**src/rtl/sbus_pkg.sv**
```systemverilog
package sbus_pkg;

    localparam int OPC_LSB = 24;
    localparam int RA_LSB  = 20;
    localparam int RB_LSB  = 16;
    localparam int OFF_W   = 16;

    localparam logic [7:0] OP_ADDM  = 8'h01;
    localparam logic [7:0] OP_LOAD  = 8'h02;
    localparam logic [7:0] OP_STORE = 8'h03;
    localparam logic [7:0] OP_BR    = 8'h04;
    localparam logic [7:0] OP_BRN   = 8'h05;

    typedef enum logic [2:0] {
        T1 = 3'd0,
        T2 = 3'd1,
        T3 = 3'd2,
        T4 = 3'd3,
        T5 = 3'd4,
        T6 = 3'd5,
        T7 = 3'd6
    } step_e;

    // gating word produced by the step decoder
    typedef struct packed {
        logic pc_o;
        logic mdr_o;
        logic z_o;
        logic ra_o;
        logic rb_o;
        logic off_o;
        logic pc_i;
        logic mar_i;
        logic mdr_i;
        logic ir_i;
        logic y_i;
        logic z_i;
        logic ra_i;
        logic sel4;
        logic rd;
        logic wr;
        logic wmfc;
        logic setn;
        logic fin;
    } ctl_t;

endpackage

```
**src/rtl/sbus_step.sv**
```systemverilog
module sbus_step
    import sbus_pkg::*;
(
    input  logic  clk,
    input  logic  rst_n,
    input  logic  go,
    input  logic  fin,
    output step_e step
);

    step_e step_q;
    step_e step_d;

    always_comb begin
        step_d = step_q;
        if (go) begin
            if (fin) begin
                step_d = T1;
            end else begin
                unique case (step_q)
                    T1:      step_d = T2;
                    T2:      step_d = T3;
                    T3:      step_d = T4;
                    T4:      step_d = T5;
                    T5:      step_d = T6;
                    T6:      step_d = T7;
                    T7:      step_d = T1;
                    default: step_d = T1;
                endcase
            end
        end
    end

    always_ff @(posedge clk or negedge rst_n) begin
        if (!rst_n) begin
            step_q <= T1;
        end else begin
            step_q <= step_d;
        end
    end

    assign step = step_q;

endmodule

```
**src/rtl/sbus_decode.sv**
```systemverilog
module sbus_decode
    import sbus_pkg::*;
(
    input  step_e      step,
    input  logic [7:0] opcode,
    input  logic       n_flag,
    output ctl_t       ctl
);

    always_comb begin
        ctl = '0;
        unique case (step)
            T1: begin
                ctl.pc_o  = 1'b1;
                ctl.mar_i = 1'b1;
                ctl.rd    = 1'b1;
                ctl.sel4  = 1'b1;
                ctl.z_i   = 1'b1;
            end
            T2: begin
                ctl.z_o  = 1'b1;
                ctl.pc_i = 1'b1;
                ctl.y_i  = 1'b1;
                ctl.wmfc = 1'b1;
            end
            T3: begin
                ctl.mdr_o = 1'b1;
                ctl.ir_i  = 1'b1;
            end
            T4: begin
                unique case (opcode)
                    OP_ADDM, OP_LOAD: begin
                        ctl.rb_o  = 1'b1;
                        ctl.mar_i = 1'b1;
                        ctl.rd    = 1'b1;
                    end
                    OP_STORE: begin
                        ctl.rb_o  = 1'b1;
                        ctl.mar_i = 1'b1;
                    end
                    OP_BR: begin
                        ctl.off_o = 1'b1;
                        ctl.z_i   = 1'b1;
                    end
                    OP_BRN: begin
                        ctl.off_o = 1'b1;
                        ctl.z_i   = 1'b1;
                        ctl.fin   = !n_flag;
                    end
                    default: ctl.fin = 1'b1;
                endcase
            end
            T5: begin
                unique case (opcode)
                    OP_ADDM: begin
                        ctl.ra_o = 1'b1;
                        ctl.y_i  = 1'b1;
                        ctl.wmfc = 1'b1;
                    end
                    OP_LOAD: ctl.wmfc = 1'b1;
                    OP_STORE: begin
                        ctl.ra_o  = 1'b1;
                        ctl.mdr_i = 1'b1;
                        ctl.wr    = 1'b1;
                    end
                    OP_BR, OP_BRN: begin
                        ctl.z_o  = 1'b1;
                        ctl.pc_i = 1'b1;
                        ctl.fin  = 1'b1;
                    end
                    default: ctl.fin = 1'b1;
                endcase
            end
            T6: begin
                unique case (opcode)
                    OP_ADDM: begin
                        ctl.mdr_o = 1'b1;
                        ctl.z_i   = 1'b1;
                        ctl.setn  = 1'b1;
                    end
                    OP_LOAD: begin
                        ctl.mdr_o = 1'b1;
                        ctl.ra_i  = 1'b1;
                        ctl.fin   = 1'b1;
                    end
                    OP_STORE: begin
                        ctl.wmfc = 1'b1;
                        ctl.fin  = 1'b1;
                    end
                    default: ctl.fin = 1'b1;
                endcase
            end
            T7: begin
                if (opcode == OP_ADDM) begin
                    ctl.z_o  = 1'b1;
                    ctl.ra_i = 1'b1;
                end
                ctl.fin = 1'b1;
            end
            default: ctl.fin = 1'b1;
        endcase
    end

endmodule

```
**src/rtl/sbus_datapath.sv**
```systemverilog
module sbus_datapath
    import sbus_pkg::*;
#(
    parameter int DW   = 32,
    parameter int AW   = 16,
    parameter int NREG = 16
) (
    input  logic          clk,
    input  logic          rst_n,
    input  ctl_t          ctl,
    input  logic [5:0]    drv,
    input  logic          go,
    input  logic          mem_done,
    input  logic [DW-1:0] mem_rdata,
    output logic [AW-1:0] mem_addr,
    output logic          mem_rd,
    output logic          mem_wr,
    output logic [DW-1:0] mem_wdata,
    output logic [DW-1:0] pc,
    output logic [7:0]    opcode,
    output logic          n_flag
);

    localparam int RIW = $clog2(NREG);

    logic [DW-1:0] mar_q, mdr_q, ir_q, y_q, z_q, pc_q;
    logic [DW-1:0] rf [NREG];
    logic [DW-1:0] bus, alu_a, sum, off_ext;
    logic [RIW-1:0] ra_idx, rb_idx;
    logic          rd_pend, wr_pend, n_q;

    assign ra_idx  = ir_q[RA_LSB +: RIW];
    assign rb_idx  = ir_q[RB_LSB +: RIW];
    assign off_ext = {{(DW-OFF_W){ir_q[OFF_W-1]}}, ir_q[OFF_W-1:0]};

    // single shared bus: drv = {pc, mdr, z, ra, rb, off}; idle bus reads 0
    always_comb begin
        if (drv[5])      bus = pc_q;
        else if (drv[4]) bus = mdr_q;
        else if (drv[3]) bus = z_q;
        else if (drv[2]) bus = rf[ra_idx];
        else if (drv[1]) bus = rf[rb_idx];
        else if (drv[0]) bus = off_ext;
        else             bus = '0;
    end

    assign alu_a = ctl.sel4 ? DW'(4) : y_q;
    assign sum   = alu_a + bus;

    always_ff @(posedge clk or negedge rst_n) begin
        if (!rst_n) begin
            pc_q  <= '0;
            mar_q <= '0;
            ir_q  <= '0;
            y_q   <= '0;
            z_q   <= '0;
            n_q   <= 1'b0;
        end else if (go) begin
            if (ctl.pc_i)  pc_q  <= bus;
            if (ctl.mar_i) mar_q <= bus;
            if (ctl.ir_i)  ir_q  <= bus;
            if (ctl.y_i)   y_q   <= bus;
            if (ctl.z_i)   z_q   <= sum;
            if (ctl.setn)  n_q   <= sum[DW-1];
        end
    end

    // MDR: internal bus load has priority over the external return path
    always_ff @(posedge clk or negedge rst_n) begin
        if (!rst_n) begin
            mdr_q <= '0;
        end else if (ctl.mdr_i && go) begin
            mdr_q <= bus;
        end else if (rd_pend && mem_done) begin
            mdr_q <= mem_rdata;
        end
    end

    always_ff @(posedge clk or negedge rst_n) begin
        if (!rst_n) begin
            rd_pend <= 1'b0;
            wr_pend <= 1'b0;
        end else begin
            if (rd_pend && mem_done)   rd_pend <= 1'b0;
            else if (ctl.rd && go)     rd_pend <= 1'b1;
            if (wr_pend && mem_done)   wr_pend <= 1'b0;
            else if (ctl.wr && go)     wr_pend <= 1'b1;
        end
    end

    for (genvar g = 0; g < NREG; g++) begin : g_rf
        always_ff @(posedge clk or negedge rst_n) begin
            if (!rst_n) begin
                rf[g] <= '0;
            end else if (go && ctl.ra_i && (ra_idx == RIW'(g))) begin
                rf[g] <= bus;
            end
        end
    end

    assign mem_addr  = mar_q[AW-1:0];
    assign mem_rd    = rd_pend;
    assign mem_wr    = wr_pend;
    assign mem_wdata = mdr_q;
    assign pc        = pc_q;
    assign opcode    = ir_q[OPC_LSB +: 8];
    assign n_flag    = n_q;

endmodule

```
**src/rtl/sbus_core.sv**
```systemverilog
module sbus_core
    import sbus_pkg::*;
#(
    parameter int DW   = 32,
    parameter int AW   = 16,
    parameter int NREG = 16
) (
    input  logic          clk,
    input  logic          rst_n,
    output logic [AW-1:0] mem_addr,
    output logic          mem_rd,
    output logic          mem_wr,
    output logic [DW-1:0] mem_wdata,
    input  logic [DW-1:0] mem_rdata,
    input  logic          mem_done,
    output logic [2:0]    step_no,
    output logic [DW-1:0] pc_now,
    output logic          instr_end
);

    step_e      step;
    ctl_t       ctl;
    logic [7:0] opcode;
    logic       n_flag;
    logic       ctl_wmfc;
    logic       go;
    logic [5:0] drv_vec;

    assign ctl_wmfc = ctl.wmfc;
    assign go       = !(ctl_wmfc && !mem_done);
    assign drv_vec  = {ctl.pc_o, ctl.mdr_o, ctl.z_o, ctl.ra_o, ctl.rb_o, ctl.off_o};

    sbus_step u_step (
        .clk   (clk),
        .rst_n (rst_n),
        .go    (go),
        .fin   (ctl.fin),
        .step  (step)
    );

    sbus_decode u_dec (
        .step   (step),
        .opcode (opcode),
        .n_flag (n_flag),
        .ctl    (ctl)
    );

    sbus_datapath #(
        .DW   (DW),
        .AW   (AW),
        .NREG (NREG)
    ) u_dp (
        .clk       (clk),
        .rst_n     (rst_n),
        .ctl       (ctl),
        .drv       (drv_vec),
        .go        (go),
        .mem_done  (mem_done),
        .mem_rdata (mem_rdata),
        .mem_addr  (mem_addr),
        .mem_rd    (mem_rd),
        .mem_wr    (mem_wr),
        .mem_wdata (mem_wdata),
        .pc        (pc_now),
        .opcode    (opcode),
        .n_flag    (n_flag)
    );

    assign step_no   = step;
    assign instr_end = ctl.fin;

endmodule

```
**config.mk**
```make
export PLATFORM = sky130hd
export DESIGN_NAME = sbus_core
export DESIGN_NICKNAME = d
export VERILOG_FILES = /design/src/rtl/sbus_pkg.sv /design/src/rtl/sbus_step.sv /design/src/rtl/sbus_decode.sv /design/src/rtl/sbus_datapath.sv /design/src/rtl/sbus_core.sv
export SDC_FILE = /design/constraint.sdc
export NUM_CORES = 2
export LEC_CHECK = 0
export ABC_AREA = 1
export BUFFER_PORTS_ARGS = -buffer_cell sky130_fd_sc_hd__buf_2
export CORE_UTILIZATION = 45
export CTS_CLUSTER_SIZE = 28
export DETAILED_ROUTE_END_ITERATION = 8
export PLACE_DENSITY_LB_ADDON = 0.2
export SLEW_MARGIN = 15
export SYNTH_ARGS = -nofsm -noshare
export SYNTH_HDL_FRONTEND = slang
export SYNTH_HIERARCHICAL = 1
export SYNTH_SLANG_ARGS = --single-unit
```
**constraint.sdc**
```tcl
create_clock -name clk -period 6.6 [get_ports clk]
set_clock_uncertainty 0.05 [all_clocks]
set_input_delay 0 -clock clk [delete_from_list [all_inputs] [get_ports clk]]
set_output_delay 0 -clock clk [all_outputs]
set_load 0.05 [all_outputs]
```
* Word level (Yosys, flattened, before mapping)
Cells that the tools add are included.
W data, S select, Z words.
** Storage, ports and cells
- Input bits :: 35
- Output and inout port bits :: 86
- Register bits after elaboration :: 694
- Logic and storage cells :: 147
** Operators by class
- Equal/unequal tests :: 26
- Mux-type cells :: 47
- Add/subtract/negate cells :: 1
- Reductions and logical operators :: 42
- Magnitude comparators :: 2
- Bitwise gates (word level) :: 3
** Operators with widths (count)
- $mux W32 :: 13
- $bmux W32 S4 :: 2
- $add A32 B32 Y32 :: 1
- $eq A4 B4 Y1 const B :: 8
- $logic_and A1 B1 Y1 :: 22
- $mux W1 :: 18
- $pmux W3 S6 :: 1
- $eq A4 B3 Y1 const B :: 4
- $eq A8 B2 Y1 const B :: 2
- $eq A8 B3 Y1 const B :: 2
- $pmux W1 S2 :: 7
- $reduce_and A2 Y1 :: 6
- $ge A5 B5 Y1 const B :: 2
- $not A4 Y5 :: 2
- $eq A3 B3 Y1 const B :: 3
- $pmux W1 S3 :: 3
- $eq A4 B2 Y1 const B :: 2
- $eq A8 B1 Y1 const B :: 1
- $eq A3 B2 Y1 const B :: 2
- $reduce_bool A2 Y1 :: 3
- $reduce_or A2 Y1 :: 3
- $reduce_or A3 Y1 :: 2
- $eq A4 B1 Y1 const B :: 1
- $logic_not A4 Y1 :: 1
- other kinds (8) :: 10

* Logic depth before layout (Yosys ltp)
- Depth in word-level cells :: 11
- Depth in mapped cells :: 30
- Depth with buffers taken out :: 27

* Modules after synthesis
The synthesis kept the hierarchy.
** By module, submodules not included
- sbus_datapath :: times used 1, sequential area each 17291.6 um2, area each 37891.3 um2, cells an instance 5296
- sbus_decode :: times used 1, sequential area each 0.0 um2, area each 409.1 um2, cells an instance 81
- sbus_step :: times used 1, sequential area each 75.1 um2, area each 156.4 um2, cells an instance 24
- sbus_core :: times used 1, sequential area each 0.0 um2, area each 7.5 um2, cells an instance 2

* Least setup slack after synthesis
No wires, ideal clock.
- Path kind :: register to register
- Start point :: register u_step.step_q[1], in the netlist u_step/step[1]
- End point :: register u_dp.z_q[26]
- Period minus slack after synthesis :: 4.478 ns
- Arrival :: 4.310 ns
- Setup slack :: 2.122 ns
- Cell stages (with the launch flop) :: 25
- Library setup time :: 0.118 ns
- Required time :: 6.432 ns
- Buffers on the path :: 3
- Cells stage by stage :: dfrtp_1 -> inv_2 -> nor3_2 -> inv_2 -> nor2_1 -> clkbuf_1 -> nor2_1 -> a21oi_1 -> clkbuf_1 -> nand2_1 -> nand2_1 -> nand2_1 -> nand2_1 -> nand2_1 -> buf_2 -> ha_1 -> a21o_1 -> a31oi_1 -> nor2_1 -> nor3_1 -> nand3_1 -> a21o_1 -> or2_2 -> nand3_1 -> nand2_1
** RTL lines
- start: declaration :: line sbus_step.sv:11 : step_e step_q;
- start signal: assignment :: line sbus_step.sv:38 : step_q <= step_d;
- end signal: assignment :: line sbus_datapath.sv:63 : if (ctl.z_i) z_q <= sum;
- end: declaration :: line sbus_datapath.sv:26 : logic [DW-1:0] mar_q, mdr_q, ir_q, y_q, z_q, pc_q;

* Worst setup path after layout
- Start point :: register u_dp.ir_q[17]
- End point :: register u_dp.z_q[31]
** Between the ends
- Word-level cells in the longest chain between the ends :: 10
** RTL lines
- start: declaration :: line sbus_datapath.sv:26
- start signal: assignment :: line sbus_datapath.sv:61 : if (ctl.ir_i) ir_q <= bus;
- $not A4 Y5 (not written as such) :: line sbus_datapath.sv:42 : else if (drv[1]) bus = rf[rb_idx];
- $bmux W32 S4 :: line sbus_datapath.sv:42
- $mux W32 (not written as such) (2 in series) :: line sbus_datapath.sv:42
- $mux W32 :: line sbus_datapath.sv:42
- $mux W32 :: line sbus_datapath.sv:41 : else if (drv[2]) bus = rf[ra_idx];
- $mux W32 :: line sbus_datapath.sv:40 : else if (drv[3]) bus = z_q;
- $mux W32 :: line sbus_datapath.sv:39 : else if (drv[4]) bus = mdr_q;
- $mux W32 :: line sbus_datapath.sv:38 : if (drv[5]) bus = pc_q;
- $add A32 B32 Y32 :: line sbus_datapath.sv:48 : assign sum = alu_a + bus;
Every way passes these cells. The select of a mux whose other input is x is not followed.
A chain may end at the register's enable or synchronous reset.

==> results.txt <==
Cell repeated most along the worst path: nand2_1
GP Congestion: 0.930
Most instantiated cells after synthesis: nand2_1, dfrtp_1, nor2_1, o21ai_0, a22oi_1
Worst Tran Pin Value: 1.25 ns
Final worst-path cycle share: 80.4%
Async S/R FF share, synth: 100%
F_max: 189 MHz
Total gr overflow: 0
Setup TNS: 0 ns
Reg clk slew, reported paths: 0.06 ns
DRC violations left: 0
First-pass GRT wire length: 230000 um
DRT iter0 DRCs: 5305
Die area: 86700 um^2
Leakage power: 22.7 nW
CTS Buf Count: 78
Dpl cells: 6371
Row cnt: 106
Startpoint types: flop
CTS resizes: 0
Cell depth of the worst setup path: 23
Hold-fix buffers, CTS: 34
Final setup fails: 0
WP buf/inv: 3
Syn nets: 5470
CP Data Arrival Time: 5.78 ns
Area Overhead vs Synth: 11.8%
Number of I/O port buffers: 120
Slowest CP cell: dfrtp_4
Synth Register Bits: 694
Post-DP HPWL: 90400 um
GR Util met3: 7.11%
Total Wirelength: 153000 um
Worst-case clock buffer depth: 3
Root Buffer Master: clkbuf_16
CTS tree: done
TritonCTS Sinks: 694
Core area: 84100 um^2
HP Class: input port to asynchronous set/reset pin
Clk network pwr share: 25.3%
Synth Cell Area: 38500 um^2
Worst Path Required: 7.07 ns
RSZ-0062 raised after global routing: no
IO Count: 121
Status: finished with violations
Crit Path Category: flop to flop
Synth Area per Inst: 7.12 um^2
Initial antenna violation count: 3
DR vias/cell: 5.87
Fin worst setup slack: 1.30 ns
Violated checks: hold timing
Total net switching power: 0.00893 W
Hold WS: -0.0373 ns
Layout net count: 5418
Worst vdd ir: 368 uV
CP Max Fanout: 67
GR peak layer: met2
Post-synth top flop: dfrtp_1
Top cells by area, synth: dfrtp_1, nand2_1, a22oi_1
CP top delay family: simple AND/OR/NAND/NOR gates
Power Density: 436 nW/um^2
Diode count: 0
Mapped Cells: 5403
Final antenna-violating net count: 0
WL/cell: 23.4 um
Met1 Resource Use GR: 45.6%
Share of cells above drive strength 1: 8.48%
Worst-skew pair later-pin latency: 0.65 ns
Reg power frac: 27.8%
Largest net degree at the start of global routing: 153
Number of global-route vias before repair: 36800
Post-Layout Inst Area: 43000 um^2
Synth area leader: dfrtp_1
Die Wd: 294 um
Max incr delay on CP: 0.74 ns
GRT Overall Usage: 35.1%
1st-pass router iterations: 8
Worst rel slew slack: 16.3%
Routed via count: 38400
Dpl ws: 1.46 ns
Die height: 294 um
Initial Util: 45.7%
Post-CTS Setup Inserts: 0
Worst-case reg-to-reg path depth: 23
Pins over their slew limit: 0
Final cell count without fillers: 6546
Register area share after synthesis: 45.1%
Area post-placement: 39900 um^2
Pint: 0.00980 W
H-tree levels: 3
Number of synthesized flops with an enable pin: 0
Grt met2 use: 55.8%
Netlist cell types: 46
Ys Warns: 6
Switching share of power: 47.7%
Combinational share of power: 46.9%
Final hold vios: 8
Max_cap viols: 0
CP Cell Sequence: inv_4, buf_4, o21ai_0, o221ai_1, o21ai_0, nand2_1, nand3_1, nand2_1, nand2_1, nand2_1, nand2_1, nand2_1, ha_1, a21oi_1, a21boi_0, a21boi_0, nand2_1, nand3_1, nand3_1, inv_1, nand3_1, nand3_1, nand2_1
Tmin final: 5.30 ns
Count leader, synth: nand2_1
CP Capture Type: flop
Post-synth top area share: 45.1%
==> flip-flops by register name, summed over array words and instances (netlist names) <==
name	flops
u_dp/n_flag	1
u_dp/pc	32
u_dp/mem_rd	1
u_dp/mem_wr	1
u_dp/mem_wdata	32
u_dp/z_q	32
u_dp/rf	512
u_step/step	3
u_dp/y_q	32
u_dp/mar_q	16
u_dp/ir_q	32
==> area by class of cell <==
class | count | area (um^2)
fillers | 8318 | 41100
multi-input cells | 4091 | 18600
flip-flops and latches | 694 | 17400
clock buffers | 114 | 2340
repair buffers | 273 | 2030
well taps | 1134 | 1420
inverters | 213 | 812
clock inverters | 27 | 413
==> logic make-up after synthesis <==
logic type / Yosys count / synth area share (%)
and+or+nand+nor: 3020 / 30.3
buffers and inverters: 618 / 6.95
DFF: 694 / 45.1
xor gates and xnor gates: 13 / 0.296
adders and majority gates: 32 / 1.06
AOI/OAI and AO/OA: 1026 / 16.2
==> routing by layer <==
metal,routed length (um),vias up
li1,-,17400
met5,27,-
met3,15300,526
met1,60100,18300
met2,69800,2199
met4,7840,4
==> placed cells by master (no fill, tap or decap), types with 11 or more instances in the layout <==
cell type	count
a21oi_1	178
a22oi_1	248
a31oi_1	53
a41oi_1	20
buf_12	15
buf_2	119
buf_4	104
clkbuf_1	15
clkbuf_16	82
clkbuf_8	17
clkinv_2	11
dfrtp_1	691
dlygate4sd3_1	34
ha_1	31
inv_1	179
inv_2	27
nand2_1	2416
nand2_2	16
nand3_1	101
nand4_1	11
nor2_1	420
nor2_4	23
nor3_1	12
o211ai_1	20
o21ai_0	329
o21ai_1	56
o221ai_1	45
o22ai_1	56
==> path summary, 6_finish.rpt <==
kind / to / start / slack (ns)
max: u_dp/z_q[31]$_DFFE_PN0P_ / u_dp/ir_q[17]$_DFFE_PN0P_ / 1.30
min: u_dp/rf[57]$_DFFE_PN0P_ / rst_n / -0.04
max reg2reg: u_dp/z_q[31]$_DFFE_PN0P_ / u_dp/ir_q[17]$_DFFE_PN0P_ / 1.30
min reg2reg: u_dp/mar_q[3]$_DFFE_PN0P_ / u_dp/mar_q[3]$_DFFE_PN0P_ / 0.43
max in group asynchronous: u_dp/mem_wdata[0]$_DFFE_PN0P_ / rst_n / 4.97
min in group clk: u_dp/mem_wdata[5]$_DFFE_PN0P_ / mem_rdata[5] / 0.06
==> power groups by stage <==
stage	registers, W	logic (W)	clock network [W]
2_1_floorplan	0.00578	0.00515	0
3_3_place_gp	0.00525	0.00851	0
3_5_place_dp	0.00527	0.00856	0
4_1_cts	0.00520	0.00860	0.00479
5_1_grt	0.00526	0.00937	0.00494
6_report	0.00521	0.00878	0.00473
==> metrics by stage <==
step / hold WS [ns] / power, W / utilization, %
2_1_floorplan: -0.346 / 0.0109 / -
3_3_place_gp: 0.0783 / 0.0138 / 47.4
3_5_place_dp: 0.0809 / 0.0138 / 47.4
4_1_cts: 0.0187 / 0.0186 / 51.1
5_1_grt: 0.0553 / 0.0196 / 51.1
6_report: -0.0373 / 0.0187 / 51.1
==> worst reg2reg max path: stages, from the launching register on <==
cell,delay (ns)
dfrtp_4,0.74
inv_4,0.73
buf_4,0.53
o21ai_0,0.15
o221ai_1,0.19
o21ai_0,0.11
nand2_1,0.08
nand3_1,0.09
nand2_1,0.08
nand2_1,0.21
nand2_1,0.22
nand2_1,0.07
nand2_1,0.11
ha_1,0.32
a21oi_1,0.23
a21boi_0,0.31
a21boi_0,0.22
nand2_1,0.18
nand3_1,0.14
nand3_1,0.13
inv_1,0.08
nand3_1,0.09
nand3_1,0.08
nand2_1,0.06
Note: power is estimated with default switching activity, not from simulation.
